### config.mk
export PLATFORM = sky130hd
export DESIGN_NAME = pkt_insert_buffer
export DESIGN_NICKNAME = d
export VERILOG_FILES = /design/src/rtl/pkt_insert_buffer.sv
export SDC_FILE = /design/constraint.sdc
export NUM_CORES = 2
export LEC_CHECK = 0
export CAP_MARGIN = 20
export CORE_MARGIN = 4
export CORE_UTILIZATION = 46
export CTS_CLUSTER_DIAMETER = 60
export CTS_CLUSTER_SIZE = 16
export DETAILED_ROUTE_END_ITERATION = 16
export PLACE_DENSITY = 0.66
export SETUP_SLACK_MARGIN = 0.2
export SKIP_CTS_REPAIR_TIMING = 1
export SLEW_MARGIN = 10
export SYNTH_ARGS = -nofsm -noshare
export SYNTH_HDL_FRONTEND = slang
export SYNTH_SLANG_ARGS = --single-unit
### constraint.sdc
create_clock -name clk -period 3.1 [get_ports clk]
set_clock_uncertainty 0.15 [all_clocks]
set_input_delay 0.31 -clock clk [delete_from_list [all_inputs] [get_ports clk]]
set_output_delay 0.31 -clock clk [all_outputs]
set_load 0.02 [all_outputs]
### src/rtl/pkt_insert_buffer.sv
module pkt_insert_buffer #(
  parameter int DW    = 8,
  parameter int DEPTH = 256,
  parameter int HDR   = 3,
  parameter int AW    = $clog2(DEPTH + HDR + 1)
) (
  input  logic          clk,
  input  logic          rst,
  input  logic          host_we,
  input  logic [AW-1:0] host_addr,
  input  logic [DW-1:0] host_wdata,
  output logic          host_busy,
  output logic          eg_valid,
  input  logic          eg_ready,
  output logic [DW-1:0] eg_data,
  output logic          eg_sop,
  output logic          eg_eop,
  output logic          eg_last,
  output logic [2:0]    eg_err,
  output logic [DW-1:0] eg_lid
);
  localparam int CW     = $clog2(DEPTH);
  localparam int COMMIT = HDR + DEPTH;

  logic [DW-1:0] mem [DEPTH];
  logic [4:0]    flg;
  logic [DW-1:0] len_q;
  logic [DW-1:0] lid_q;
  logic          avail;
  logic [CW-1:0] rd_idx;

  logic          accept;
  logic          in_data;
  logic [CW-1:0] wr_idx;
  logic [CW-1:0] last_idx;
  logic          at_last;
  logic          xfer;

  assign accept   = host_we && !avail;
  assign in_data  = (host_addr >= AW'(HDR)) && (host_addr < AW'(COMMIT));
  assign wr_idx   = CW'(host_addr - AW'(HDR));
  assign last_idx = CW'(len_q - DW'(1));
  assign at_last  = rd_idx == last_idx;
  assign xfer     = avail && eg_ready;

  always_ff @(posedge clk) begin
    if (accept && in_data) mem[wr_idx] <= host_wdata;
  end

  always_ff @(posedge clk) begin
    if (rst) begin
      flg    <= '0;
      len_q  <= '0;
      lid_q  <= '0;
      avail  <= 1'b0;
      rd_idx <= '0;
    end else if (accept) begin
      case (host_addr)
        AW'(0):      flg   <= host_wdata[4:0];
        AW'(1):      len_q <= host_wdata;
        AW'(2):      lid_q <= host_wdata;
        AW'(COMMIT): begin
          avail  <= 1'b1;
          rd_idx <= '0;
        end
        default: ;
      endcase
    end else if (xfer) begin
      if (at_last) begin
        avail  <= 1'b0;
        rd_idx <= '0;
      end else begin
        rd_idx <= rd_idx + CW'(1);
      end
    end
  end

  assign host_busy = avail;
  assign eg_valid  = avail;
  assign eg_data   = mem[rd_idx];
  assign eg_last   = avail && at_last;
  assign eg_sop    = avail && (rd_idx == '0) && flg[0];
  assign eg_eop    = eg_last && flg[1];
  assign eg_err    = eg_last ? flg[4:2] : 3'b000;
  assign eg_lid    = lid_q;
endmodule

Word level (Yosys, flattened, before mapping)
Memory sizes are Yosys's and may differ from the RTL's. A register that Yosys moved wholly into a read port is not among the register bits. Index checks and enable logic that the tools add are counted.

Register bits: 30. Memory bits (writable): 2048. Input bits: 21. Output and inout port bits: 24. Logic and storage cells: 47. Memories kept: 1.

Memory list: mem (depth 256, width 8, rd ports 1, clocked after Yosys merged registers in 1, write ports 1, line 25) `logic [DW-1:0] mem [DEPTH];`.

Add/sub/neg operators: 3. Order comparisons: 2. Equal/unequal tests: 5. Multiplexer cells: 13. Reductions and logical operators: 18.

Operators by type and width (count): 2-to-1 mux 8 bit (6); equality test 9 x 1 -> 1 bit (second input constant) (1); equality test 9 x 2 -> 1 bit (second input constant) (1); equality test 9 bit (second input constant) (1); >= comparator 9 x 2 -> 1 bit (second input constant) (1); zero test 9 bit (1); < comparator 9 bit (second input constant) (1); adder 8 x 1 -> 8 bit (second input constant) (1); equality test 8 bit (1); logical AND 1 bit (8); zero test 8 bit (1); AND reduction 2 bit (4); subtractor 8 x 1 -> 8 bit (second input constant) (1); subtractor 8 x 2 -> 8 bit (second input constant) (1); 2-to-1 mux 1 bit (6); nonzero test 2 bit (2); 2-to-1 mux 3 bit (1); AND reduction 3 bit (1); inequality test 2 x 1 -> 1 bit (second input constant) (1); zero test 1 bit (1).

Longest topological paths before layout
Depth after elaboration: 7. Depth in mapped cells: 11. Mapped depth without buffers: 8.

Worst setup path before layout
Ideal clock, no wire load.

Kind: register -> output. Start point: register with a tool-made name. End point: output eg_data[7]. Arrival: 2.447 ns. Data required time: 2.640 ns. Setup slack: 0.193 ns. Cell stages (with the launch flop): 8. Buffers on the path: 2. Cell sequence: dfxtp_1 buf_6 or3b_2 buf_2 o22ai_1 nor4_1 or4_1 nor4_1.

RTL lines: end: declaration (line 15) `output logic [DW-1:0] eg_data,`.

==> reports/qor.csv <==
stage,metric,value,unit
sta,Fmax achieved,0.2315,GHz
global_routing,number of global-route vias before repair,42790,
synthesis,Post-synth top cells,"2048 x edfxtp_1, 422 x mux4_2, 325 x nor2_1, 177 x mux2i_1, 171 x a22oi_1",
setup_path,CP Max Fanout,8,
clock_tree,worst-skew pair later-pin latency,800,ps
run_status,outcome,"finished, violations left",
synthesis,Synth cell types,72,
setup_path,Critical Path Start Type,flip-flop,
pwr,Sw Ratio,19.72,%
pwr,overall power,50.78,mW
finish,fin area,0.09656,mm^2
synthesis,Mapped Area,0.08128,mm^2
job,max-cap violations,0,
synthesis,Post-synth ARST share,0,%
synthesis,Syn Area/Cell,20.39,um^2
global_routing,pin count of the biggest net entering global routing,102,
synthesis,synth top area cells,"edfxtp_1 76%, mux4_2 12%, mux2i_1 2.2%",
pwr,internal power,40.76,mW
detailed_routing,Pre-antenna DRT Iters,5,
clock_tree,TritonCTS clock tree,yes,
setup_path,Crit path largest cell delay,430,ps
detailed_routing,DR vias/cell,6.053,
floorplan,FP Rows,154,
floorplan,die boundary width,428.4,um
sta,Final WS setup,-1220,ps
floorplan,initial core utilization,46.20,%
sta,Worst Tran Pin Value,861.3,ps
finish,Nets,4792,
setup_path,WP data required,2640,ps
run_status,violated checks,setup timing,
detailed_routing,# DRC,0,
clock_tree,clk buf depth,3,
setup_path,critical path class,reg2out,
pwr,Clock power frac,37.3,%
clock_tree,clock sink total,2086,
pwr,share of power burned in registers,61.0,%
finish,# fillers,13180,
pwr,switching power,10.02,mW
pwr,Pwr per Cell Area,525.9,mW/mm^2
setup_path,"Top cell by count, worst path",buf_4,
global_routing,first-pass GRT wire length,303900,um
synthesis,Yosys reg bits,2086,
global_routing,initial antenna violation count,0,
clock_tree,H-tree depth,4,
synthesis,top_reg_cell synth,edfxtp_1,
pwr,worst vdd ir,0.5884,mV
sta,Setup Viol. Count Final,13,
placement,DP Worst Slack,-1033,ps
finish,share of cells above drive strength 1,33.89,%
placement,"Cell Area, Placed",0.09036,mm^2
floorplan,Placeable Area,0.1759,mm^2
finish,Area growth syn-to-layout,18.80,%
synthesis,largest area contributor in the netlist,edfxtp_1,
global_routing,total track usage,22.55,%
global_routing,"Remaining Overflow, GRT",0,
pwr,Combinational Power Share,1.7,%
clock_tree,"Clk pin slew, worst setup/hold paths",70,ps
detailed_routing,Initial DRC Count,5606,
sta,RSZ-0062 raised after global routing,yes,
synthesis,Mapped Nets,4010,
detailed_routing,Vias,43370,
hold_path,worst min path class,in2reg,
placement,Placer Congestion,0.9113,
synthesis,Synth Instances,3986,
detailed_routing,Routed WL per cell,29.52,um
setup_path,"Slowest-stage cell, CP",nor4_4,
synthesis,most frequent cell after synthesis,edfxtp_1,
placement,Buffers on Ports,44,
finish,Ant. Diodes,0,
setup_path,CP Data Arrival Time,3860,ps
floorplan,die footprint,0.1835,mm^2
floorplan,boundary pin count,45,
synthesis,register area share after synthesis,76.60,%
floorplan,Die Ht,428.4,um
sta,min Tclk post-route,4320,ps
detailed_routing,post-route ant nets,0,
synthesis,Yosys Warn Count,0,
setup_path,CP cell instances,buf_4 -> buf_12 -> buf_16 -> mux4_2 -> o22a_1 -> o211ai_1 -> a311oi_1 -> buf_4 -> nor3_4 -> buf_6 -> nor4_4 -> buf_4 -> buf_12,
sta,"Hold Vio Cnt, Final",0,
synthesis,Synth top area share,75.66,%
setup_path,crit path capture type,output pin,
sta,Final Max Tran Viols,0,
pwr,Lkg Pwr,30.31,nW
sta,worst rel slew slack,42.37,%
clock_tree,root buffer cell,clkbuf_16,
clock_tree,CTS buffer count,155,
placement,dpl hpwl,138300,um
sta,period utilization,139.4,%
detailed_routing,Detailed Route WL,211500,um
synthesis,Post-synth EDFFs,2048,
[layout by cell type (no fill, tap or decap), types with 7 or more instances in the layout]
| cell | netlist | final |
|---|---|---|
| dfxtp_1 | 38 | 27 |
| o221ai_1 | 31 | 22 |
| o21ai_0 | 26 | 20 |
| buf_4 | 23 | 683 |
| clkbuf_1 | 123 | 25 |
| nand2b_1 | 9 | 9 |
| dlygate4sd3_1 | 0 | 7 |
| a22oi_2 | 0 | 27 |
| nor3_1 | 19 | 11 |
| buf_12 | 7 | 108 |
| xnor2_1 | 14 | 12 |
| nand3b_1 | 7 | 7 |
| a31oi_1 | 8 | 8 |
| o221ai_2 | 0 | 9 |
| clkbuf_16 | 0 | 168 |
| nor2b_1 | 25 | 20 |
| a22oi_1 | 171 | 144 |
| clkdlybuf4s50_1 | 0 | 20 |
| a211oi_2 | 1 | 7 |
| nor2_4 | 0 | 9 |
| a211oi_1 | 31 | 21 |
| nand2_1 | 72 | 70 |
| a21oi_2 | 0 | 18 |
| nor2_1 | 325 | 313 |
| nor4_1 | 27 | 10 |
| nor4_4 | 1 | 12 |
| clkbuf_8 | 2 | 7 |
| edfxtp_1 | 2048 | 2048 |
| buf_6 | 25 | 19 |
| nand3_1 | 38 | 33 |
| buf_16 | 0 | 9 |
| a21boi_1 | 3 | 8 |
| mux4_2 | 422 | 422 |
| mux4_1 | 7 | 7 |
| o22ai_1 | 28 | 26 |
| a21oi_1 | 83 | 64 |
| mux2i_1 | 177 | 177 |
[through the flow]
step	cells	hold WS, ps	setup TNS, ps	util [%]
finish	7165	17.93	-9035	54.89
floorplan	3986	258.9	0	-
detailed placement	6886	298.7	-1224670	51.36
global route	7165	-0.1317	-10250	54.89
CTS	7100	-257.4	-18150	53.88
global placement	6886	296.3	-1216950	51.36
[critical path: cells and delay by family (launching register included)]
kind                   cells  cell delay (ps)
multiplexers               1              390
AND/OR/NAND/NOR            2              480
AO/OA/AOI/OAI              3              740
flip-flops                 1              360
buffers and inverters      7             1080
[sequential cells by signal (all words and copies together), names as in the netlist, named ones only]
register,cells
rd_idx,8
eg_lid,8
eg_valid,1
mem,2048
flg,5
len_q,8
[metal layers]
layer	vias up	global-route usage (%)	part of all wire, %
met2	2198	36.15	49
met3	368	3.901	8.5
li1	18020	-	-
met1	22790	31.85	39
met4	0	7.193	3.4
met5	-	0	0
[final timing paths]
path,from,end,slack [ps],cells past startpoint
max,flip-flop,eg_data[5],-1220,13
min,host_wdata[5],mem[44][5],20,1
max reg2reg,eg_valid,mem[151][0],280,9
min reg2reg,flg[1],flg[1],320,2
[cells by family (layout without fill, tap and decap cells)]
group	Yosys count	in the layout	share of synthesized area, %
AOI/OAI and AO/OA	446	446	3.899
buffers and inverters	247	1086	1.864
muxes	612	612	14.18
DFF	2086	2086	76.60
xor gates and xnor gates	20	20	0.2155
and+or+nand+nor	572	572	3.194
adders and majority gates	3	3	0.04619
[power by group through the flow]
stage | registers, mW | clock network (mW) | logic (mW)
floorplan | 31.6 | 0 | 0.124
global placement | 31.6 | 0 | 0.836
detailed placement | 31.6 | 0 | 0.865
CTS | 31.0 | 19.2 | 0.864
global route | 30.9 | 20.4 | 0.925
finish | 31.0 | 19.0 | 0.876
[final cells by class]
type / instances / area (um^2) / share of cell area (%)
Multi-Input combinational cell: 1653 / 18490 / 19.15
Inverter: 4 / 15.01 / 0.01555
Clock inverter: 28 / 315.3 / 0.3265
Sequential cell: 2086 / 62290 / 64.50
Clock buffer: 186 / 4111 / 4.258
Timing Repair Buffer: 868 / 8417 / 8.716
Tap cell: 2340 / 2928 / 3.032
No activity file was read; power rests on OpenSTA's default activity.
